File: src/rtl/exc_pkg.sv
package exc_pkg;

    typedef enum logic [3:0] {
        CAUSE_NONE  = 4'd0,
        CAUSE_IPF   = 4'd1,
        CAUSE_IMIS  = 4'd2,
        CAUSE_IPROT = 4'd3,
        CAUSE_ILL   = 4'd4,
        CAUSE_ARITH = 4'd5,
        CAUSE_DPF   = 4'd6,
        CAUSE_DMIS  = 4'd7,
        CAUSE_DPROT = 4'd8
    } cause_e;

    typedef enum logic [1:0] {
        FS_BOOT     = 2'd0,
        FS_RUN      = 2'd1,
        FS_REDIRECT = 2'd2
    } fetch_state_e;

endpackage

File: src/rtl/exc_fetch_fsm.sv
module exc_fetch_fsm
    import exc_pkg::*;
#(
    parameter int          AW        = 32,
    parameter logic [AW-1:0] RESET_PC  = '0,
    parameter logic [AW-1:0] VECTOR_PC = 'h80,
    parameter int          STEP      = 4
) (
    input  logic          clk,
    input  logic          rst_n,
    input  logic          exc_i,
    output logic [AW-1:0] fetch_pc_o,
    output logic          fetch_valid_o,
    output fetch_state_e  state_o
);

    localparam logic [AW-1:0] STEP_W = AW'(STEP);

    fetch_state_e  state_q, state_d;
    logic [AW-1:0] pc_q, pc_d;

    // state register
    always_ff @(posedge clk) begin
        if (!rst_n) begin
            state_q <= FS_BOOT;
            pc_q    <= RESET_PC;
        end else begin
            state_q <= state_d;
            pc_q    <= pc_d;
        end
    end

    // next state and sequential PC
    always_comb begin
        state_d = state_q;
        pc_d    = pc_q;
        unique case (state_q)
            FS_BOOT: begin
                state_d = FS_RUN;
            end
            FS_RUN: begin
                pc_d    = pc_q + STEP_W;
                state_d = exc_i ? FS_REDIRECT : FS_RUN;
            end
            FS_REDIRECT: begin
                pc_d    = VECTOR_PC + STEP_W;
                state_d = FS_RUN;
            end
            default: begin
                state_d = FS_BOOT;
            end
        endcase
    end

    // outputs
    always_comb begin
        fetch_pc_o    = pc_q;
        fetch_valid_o = 1'b0;
        unique case (state_q)
            FS_BOOT: begin
                fetch_valid_o = 1'b0;
            end
            FS_RUN: begin
                fetch_valid_o = 1'b1;
            end
            FS_REDIRECT: begin
                fetch_pc_o    = VECTOR_PC;
                fetch_valid_o = 1'b1;
            end
            default: begin
                fetch_valid_o = 1'b0;
            end
        endcase
    end

    assign state_o = state_q;

endmodule

File: src/rtl/exc_stage.sv
module exc_stage
    import exc_pkg::*;
#(
    parameter int AW = 32
) (
    input  logic          clk,
    input  logic          rst_n,
    input  logic          flush_i,
    input  logic          in_valid_i,
    input  logic [AW-1:0] in_pc_i,
    input  logic          in_bd_i,
    input  cause_e        in_cause_i,
    input  cause_e        code_i,
    output logic          out_valid_o,
    output logic [AW-1:0] out_pc_o,
    output logic          out_bd_o,
    output cause_e        out_cause_o
);

    // an already recorded (earlier-stage) cause is never overwritten
    cause_e merged;
    always_comb begin
        if (!in_valid_i)
            merged = CAUSE_NONE;
        else if (in_cause_i != CAUSE_NONE)
            merged = in_cause_i;
        else
            merged = code_i;
    end

    always_ff @(posedge clk) begin
        if (!rst_n) begin
            out_valid_o <= 1'b0;
            out_pc_o    <= '0;
            out_bd_o    <= 1'b0;
            out_cause_o <= CAUSE_NONE;
        end else if (flush_i) begin
            out_valid_o <= 1'b0;
            out_bd_o    <= 1'b0;
            out_cause_o <= CAUSE_NONE;
        end else begin
            out_valid_o <= in_valid_i;
            out_pc_o    <= in_pc_i;
            out_bd_o    <= in_valid_i & in_bd_i;
            out_cause_o <= merged;
        end
    end

endmodule

File: src/rtl/exc_commit.sv
module exc_commit
    import exc_pkg::*;
#(
    parameter int AW   = 32,
    parameter int STEP = 4
) (
    input  logic          clk,
    input  logic          rst_n,
    input  logic          w_valid_i,
    input  logic [AW-1:0] w_pc_i,
    input  logic          w_bd_i,
    input  cause_e        w_cause_i,
    output logic          wb_valid_o,
    output logic [AW-1:0] wb_pc_o,
    output logic          exc_o,
    output logic [AW-1:0] epc_o,
    output logic [3:0]    cause_o,
    output logic          bd_o
);

    localparam logic [AW-1:0] STEP_W = AW'(STEP);

    logic          faulted;
    logic [AW-1:0] epc_next;

    assign faulted    = w_valid_i && (w_cause_i != CAUSE_NONE);
    assign exc_o      = faulted;
    assign wb_valid_o = w_valid_i && (w_cause_i == CAUSE_NONE);
    assign wb_pc_o    = w_pc_i;
    // a delay-slot instruction always directly follows its branch
    assign epc_next   = w_bd_i ? (w_pc_i - STEP_W) : w_pc_i;

    always_ff @(posedge clk) begin
        if (!rst_n) begin
            epc_o   <= '0;
            cause_o <= 4'd0;
            bd_o    <= 1'b0;
        end else if (faulted) begin
            epc_o   <= epc_next;
            cause_o <= w_cause_i;
            bd_o    <= w_bd_i;
        end
    end

endmodule

File: src/rtl/exc_precise_pipe.sv
module exc_precise_pipe
    import exc_pkg::*;
#(
    parameter int            AW        = 32,
    parameter logic [AW-1:0] RESET_PC  = '0,
    parameter logic [AW-1:0] VECTOR_PC = 'h80,
    parameter int            STEP      = 4
) (
    input  logic          clk,
    input  logic          rst_n,
    input  logic [1:0]    fetch_fault_i,
    input  logic          dec_branch_i,
    input  logic          dec_illegal_i,
    input  logic          exe_arith_i,
    input  logic [1:0]    mem_fault_i,
    output logic [AW-1:0] fetch_pc_o,
    output logic          wb_valid_o,
    output logic [AW-1:0] wb_pc_o,
    output logic          exc_taken_o,
    output logic [AW-1:0] epc_o,
    output logic [3:0]    cause_o,
    output logic          bd_o
);

    localparam int NSTAGE = 5;
    localparam int NREG   = NSTAGE - 1;

    // index 0 is the fetch stage (combinational), 1..NREG are registered
    logic          st_valid [NSTAGE];
    logic [AW-1:0] st_pc    [NSTAGE];
    logic          st_bd    [NSTAGE];
    cause_e        st_cause [NSTAGE];
    cause_e        st_code  [NREG];

    logic          fetch_valid;
    logic          flush;
    fetch_state_e  fsm_state;

    exc_fetch_fsm #(
        .AW        (AW),
        .RESET_PC  (RESET_PC),
        .VECTOR_PC (VECTOR_PC),
        .STEP      (STEP)
    ) u_fsm (
        .clk           (clk),
        .rst_n         (rst_n),
        .exc_i         (flush),
        .fetch_pc_o    (fetch_pc_o),
        .fetch_valid_o (fetch_valid),
        .state_o       (fsm_state)
    );

    // per-stage fault encoding
    assign st_code[0] = cause_e'({2'b00, fetch_fault_i});
    assign st_code[1] = dec_illegal_i ? CAUSE_ILL : CAUSE_NONE;
    assign st_code[2] = exe_arith_i ? CAUSE_ARITH : CAUSE_NONE;
    assign st_code[3] = (mem_fault_i == 2'b00) ? CAUSE_NONE
                      : cause_e'(4'd5 + {2'b00, mem_fault_i});

    assign st_valid[0] = fetch_valid;
    assign st_pc[0]    = fetch_pc_o;
    assign st_bd[0]    = dec_branch_i & st_valid[1];
    assign st_cause[0] = CAUSE_NONE;

    for (genvar g = 1; g < NSTAGE; g++) begin : g_stage
        exc_stage #(.AW(AW)) u_stage (
            .clk         (clk),
            .rst_n       (rst_n),
            .flush_i     (flush),
            .in_valid_i  (st_valid[g-1]),
            .in_pc_i     (st_pc[g-1]),
            .in_bd_i     (st_bd[g-1]),
            .in_cause_i  (st_cause[g-1]),
            .code_i      (st_code[g-1]),
            .out_valid_o (st_valid[g]),
            .out_pc_o    (st_pc[g]),
            .out_bd_o    (st_bd[g]),
            .out_cause_o (st_cause[g])
        );
    end

    exc_commit #(.AW(AW), .STEP(STEP)) u_commit (
        .clk        (clk),
        .rst_n      (rst_n),
        .w_valid_i  (st_valid[NREG]),
        .w_pc_i     (st_pc[NREG]),
        .w_bd_i     (st_bd[NREG]),
        .w_cause_i  (st_cause[NREG]),
        .wb_valid_o (wb_valid_o),
        .wb_pc_o    (wb_pc_o),
        .exc_o      (flush),
        .epc_o      (epc_o),
        .cause_o    (cause_o),
        .bd_o       (bd_o)
    );

    assign exc_taken_o = flush;

endmodule

File: config.mk
export PLATFORM = sky130hd
export DESIGN_NAME = exc_precise_pipe
export DESIGN_NICKNAME = d
export VERILOG_FILES = /design/src/rtl/exc_pkg.sv /design/src/rtl/exc_fetch_fsm.sv /design/src/rtl/exc_stage.sv /design/src/rtl/exc_commit.sv /design/src/rtl/exc_precise_pipe.sv
export SDC_FILE = /design/constraint.sdc
export NUM_CORES = 1
export LEC_CHECK = 0
export BUFFER_PORTS_ARGS = -buffer_cell sky130_fd_sc_hd__buf_2
export CAP_MARGIN = 20
export CORE_MARGIN = 2
export CORE_UTILIZATION = 35
export DETAILED_ROUTE_END_ITERATION = 6
export GPL_ROUTABILITY_DRIVEN = 0
export GPL_TIMING_DRIVEN = 0
export SLEW_MARGIN = 25
export SYNTH_ARGS = -nofsm -noshare
export SYNTH_HDL_FRONTEND = slang
export SYNTH_SLANG_ARGS = --single-unit
File: constraint.sdc
create_clock -name clk -period 2.5 [get_ports clk]
set_clock_uncertainty 0.05 [all_clocks]
set_input_delay 0.125 -clock clk [delete_from_list [all_inputs] [get_ports clk]]
set_output_delay 0.125 -clock clk [all_outputs]
set_load 0.1 [all_outputs]
# After elaboration in Yosys (flattened, before gate mapping)

Index checks and enable logic that the tools add are counted.

Flip-flop bits (word level): 223
Input bits: 9
Output and inout port bits: 103
Logic and storage cells: 66

Add/sub/neg operators: 3
Eq/ne operators: 2
Muxes and demuxes: 12
Bitwise gates (word level): 10
Reductions and logical operators: 17

Operators by type and width:

| operator              | number |
|---|---|
| $mux 32               | 2 |
| $pmux 32 s2           | 1 |
| $add 32x3->32 const B | 1 |
| $sub 32x3->32 const B | 1 |
| $mux 4                | 4 |
| $reduce_bool 4->1     | 4 |
| $reduce_or 3->1       | 4 |
| $mux 3                | 2 |
| $reduce_or 2->1       | 3 |
| $and 1x1->1           | 5 |
| $not 1->1             | 5 |
| $add 3x2->4 const A   | 1 |
| $logic_not 2->1       | 2 |
| $logic_not 4->1       | 1 |
| $pmux 2 s2            | 1 |
| $eq 2x1->1 const B    | 1 |
| $eq 2x2->1 const B    | 1 |
| $logic_and 1x1->1     | 2 |
| $mux 2                | 1 |
| $reduce_bool 2->1     | 1 |
| $mux 1                | 1 |

# Logic depth before layout (Yosys ltp)

Depth after elaboration: 5
Depth in mapped cells: 8
Mapped depth without buffers: 6

# By module

A second synthesis with hierarchy kept.

Cell total of the unflattened synthesis: 994
Area, all modules: 9780.6 µm²

By module, submodules not included:

| module           | times used | cells each | area an instance (µm²) | seq. area each (µm²) |
|---|---|---|---|---|
| exc_stage        | 4          | 125        | 1423.9                 | 760.7 |
| exc_commit       | 1          | 274        | 2264.7                 | 740.7 |
| exc_fetch_fsm    | 1          | 214        | 1778.0                 | 640.6 |
| exc_precise_pipe | 1          | 6          | 42.5                   | 0.0 |

# Least setup slack after synthesis

OpenSTA, ideal clock, no wires.

Path kind: flip-flop to flip-flop
Start point: register u_fsm.state_q[0], in the netlist u_fsm.state_o[0]
End point: register g_stage[1].u_stage.out_pc_o[31]
Library setup time: 0.071 ns
Arrival time: 2.517 ns
Required time: 2.379 ns
Path slack: -0.139 ns
Stages on the path, launching flop included: 7
Path buffers: 1
Clock period less this slack: 2.639 ns
Cell sequence: dfxtp_1 > inv_1 > ha_1 > clkbuf_1 > nor2b_1 > nand2_1 > a21oi_1

Word-level cells in the longest chain between the ends: 2

RTL lines:

| item                     | line                   | source |
|---|---|---|
| start: declaration       | exc_fetch_fsm.sv:19    | `fetch_state_e state_q, state_d;` |
| start signal: assignment | exc_fetch_fsm.sv:28    | `state_q <= state_d;` |
| $eq 2x2->1               | exc_fetch_fsm.sv:59    | `unique case (state_q)` |
| $mux 32                  | exc_fetch_fsm.sv:59    |  |
| via fetch_pc_o[31]       | exc_precise_pipe.sv:16 | `output logic [AW-1:0] fetch_pc_o,` |
| end signal: assignment   | exc_stage.sv:43        | `out_pc_o <= in_pc_i;` |
| end: declaration         | exc_stage.sv:15        | `output logic [AW-1:0] out_pc_o,` |

The timed path passes the listed nets, and every way through them passes these cells.
A chain may end at the register's enable or synchronous reset.

# Worst setup path after layout

Start point: register g_stage[4].u_stage.out_cause_o[2]
End point: output exc_taken_o

Word-level cells in the longest chain between the ends: 2

RTL lines:

| item                     | line                   | source |
|---|---|---|
| start: declaration       | exc_stage.sv:17        | `output cause_e out_cause_o` |
| start signal: assignment | exc_stage.sv:45        | `out_cause_o <= merged;` |
| $reduce_bool 4->1        | exc_commit.sv:26       | `assign faulted = w_valid_i && (w_cause_i != CAUSE_NONE);` |
| $logic_and 1x1->1        | exc_commit.sv:26       |  |
| end: declaration         | exc_precise_pipe.sv:19 | `output logic exc_taken_o,` |

Every way passes these cells.

==> metrics.txt <==
Area Growth Syn to Fin 22.6%; Crit. End Element output pin; biggest area consumer among synthesized cells dfxtp_1; hold slack final 302 ps; Largest stage delay, worst path 420 ps; fill count 2486; dpl cells 1478; initial antenna violation count 0; commonest non-fill, non-tap cell in the layout nand2_1; Mapped Area 8470 µm²; Clk network pwr share 0.488; drc violations 0; clock latency on the worst-skew pair 530 ps; starting density of the core 0.359; GRT Residual Overflow 0; Critical Path, Cell by Cell o41ai_4 > inv_2 > clkbuf_4 > clkbuf_2 > buf_6; Sw Pwr 1.55 mW; Top delay family on crit path buffers and inverters; EDFF count, synth 0; IR drop worst, VDD 362 µV; CTS Sinks 212; crit path time final 2370 ps; status finished clean; final max-slew violation count 0; nets@finish 1211; Row Count 56; crit path max fanout 11; worst r2r src u_fsm.state_o[0]; Setup Viol. Count Final 0; Final Cycle Share 0.949; most frequent cells in the layout nand2_1 (277), dfxtp_1 (212), a21oi_1 (149), buf_2 (88), clkbuf_1 (64); top area cells in the synthesized netlist dfxtp_1 (50%), nand2_1 (12%), a21oi_1 (8.8%), clkbuf_1 (2.8%), nor2_1 (2.2%); Final Cell Area 10400 µm²; startpoint type of the worst setup path flop; Main synth FF type dfxtp_1; Die Wd 160 µm; Yosys warnings 0; WL final 22800 µm; post-route ant nets 0; Worst Setup Path Type flop to output pin; CP max-delay cell o41ai_4; vias in the first global route 6994; register area share after synthesis 0.501; Async S/R FF share, synth 0; Die Footprint 25500 µm²; Max transition margin 0.534; Tot Pwr 7.01 mW; die extent in y 160 µm; via count 7464; sequential share of power 0.485; initial DRC count 391; share of the synthesized area in the top cell type 0.501; Worst Tran Pin Value 694 ps; Via density 4.88; Highest Clock Rate 422 MHz; Port Buffer Count 109; final core area utilization 0.440; core area 23600 µm²; Power Dens Cells 675 nW/µm²; Root Buffer clkbuf_16; first-pass detailed-route iteration total 5; #FFs+latches synth 212; Worst Setup SP g_stage[4].u_stage.out_cause_o[2]; maximum root-to-sink buffer count 3; Gate power share 0.027; worst hold path class input port to flop; final hold vios 0; gr usage total 0.178; Placed Instance Area 9420 µm²; Syn Inst Count 1049; H-tree depth 1; layout cells sized above 1 0.140; Reg clk slew, reported paths 60 ps; CP bufs+invs 4; syn avg cell area 8.07 µm²; pin count of the biggest net entering global routing 14; post-DP HPWL 16600 µm; CP required 2330 ps; design internal power 5.46 mW; Final Non-Filler Cells 1531; hold wc startpoint fetch_fault_i[0]; io pins 112; CP Data Arrival Time 2200 ps; routed length per instance 14.9 µm; first-pass GRT wire length 37400 µm; leakage power total 3.89 nW; sw frac 0.221; max cap viols 0; number of buffers created by CTS 24; synth unique cells 46; CTS tree done
## power groups by stage
stage | Clock (mW) | Sequential (mW) | Combinational (mW)
floorplan | 0 | 3.48 | 0.120
global placement | 0 | 3.48 | 0.177
detailed placement | 0 | 3.48 | 0.177
CTS | 3.50 | 3.40 | 0.188
global route | 3.65 | 3.40 | 0.207
finish | 3.42 | 3.40 | 0.188
## worst paths after layout
path | depth (start not counted) | to | slack [ps]
max | 5 | exc_taken_o | 130
min | 3 | g_stage[1].u_stage.out_cause_o[0] | 300
max reg2reg | 7 | u_fsm.pc_q[27] | 190
min reg2reg | 1 | g_stage[2].u_stage.out_bd_o | 380
## layer usage
layer,vias to the layer above,GRT usage,share of wire
met5,-,0,0
met4,0,0.0409,0.019
met3,31,0.0268,0.048
met2,178,0.282,0.44
met1,3381,0.255,0.50
li1,3874,-,-
## sequential cells by signal, summed over array words and instances (netlist names)
| signal | count |
|---|---|
| g_stage.u_stage.out_pc_o | 124 |
| u_commit.epc_o | 31 |
| u_fsm.pc_q | 30 |
| g_stage.u_stage.out_cause_o | 12 |
| g_stage.u_stage.out_bd_o | 4 |
| u_fsm.state_o | 2 |
| u_commit.cause_o | 4 |
| g_stage.u_stage.out_valid_o | 4 |
| u_commit.bd_o | 1 |
## synth_stat cells (3+ instances only)
cell type and count:
nand2b_1 7, or3_1 14, nor2b_1 28, xnor2_1 6, o21ai_0 33, xor2_1 13, nand3_1 17, a311oi_1 3
nand4_1 15, and4_1 5, nor4_1 13, a21oi_1 149, nor3_1 13, clkbuf_1 64, nor2_1 50, nand2_1 277
and3_1 13, o31ai_1 14, dfxtp_1 212, a211oi_1 8, a22oi_1 4, or4_1 14, a31oi_1 11, buf_2 4
ha_1 9, mux2i_1 6, and2_1 9, inv_1 10, buf_4 5
## cells by family (layout without fill, tap and decap cells)
kind of cell               Yosys count  in the layout  share of synthesized area
buffers and inverters               85            246                     0.0405
xor gates and xnor gates            19             19                     0.0196
and+or+nand+nor                    487            487                      0.268
other                                1              3                   0.000443
adders and majority gates            9              9                     0.0133
DFF                                212            212                      0.501
AOI/OAI and AO/OA                  230            230                      0.150
muxes                                6              6                    0.00709
## through the flow
| stage | setup WS (ps) | setup TNS [ps] |
|---|---|---|
| after CTS | 2.03 | 0 |
| after global placement | -360 | -25990 |
| after floorplan | -139 | -3610 |
| after global routing | -3.24 | -5.85 |
| final | 129 | 0 |
| after detailed placement | -349 | -27030 |
## worst min-delay path: cells and delay by family
kind                   cells  cell delay (ps)
buffers and inverters      2              610
AND/OR/NAND/NOR            1              100
## what timing repair did
action | 4_1_cts | 5_1_grt
resized for setup | 6 | 44
hold endpoints to repair | 10 | 0
endpoints found under the setup margin | 163 | 43
hold buffers | 9 | 0
buffers inserted | 1 | 0
pin swaps | 1 | 0
cloned | 0 | 0
## final cells by class
type | instances | area (µm²) | share of cell area
Antenna cell | 1 | 2.50 | 0.000241
Inverter | 11 | 41.3 | 0.00398
Multi-Input combinational cell | 753 | 3910 | 0.376
Clock inverter | 12 | 130 | 0.0125
Timing Repair Buffer | 119 | 713 | 0.0687
Tap cell | 319 | 399 | 0.0384
Buffer | 72 | 303 | 0.0292
Clock buffer | 32 | 641 | 0.0617
Sequential cell | 212 | 4240 | 0.409
(Power assumes the default switching activity.)
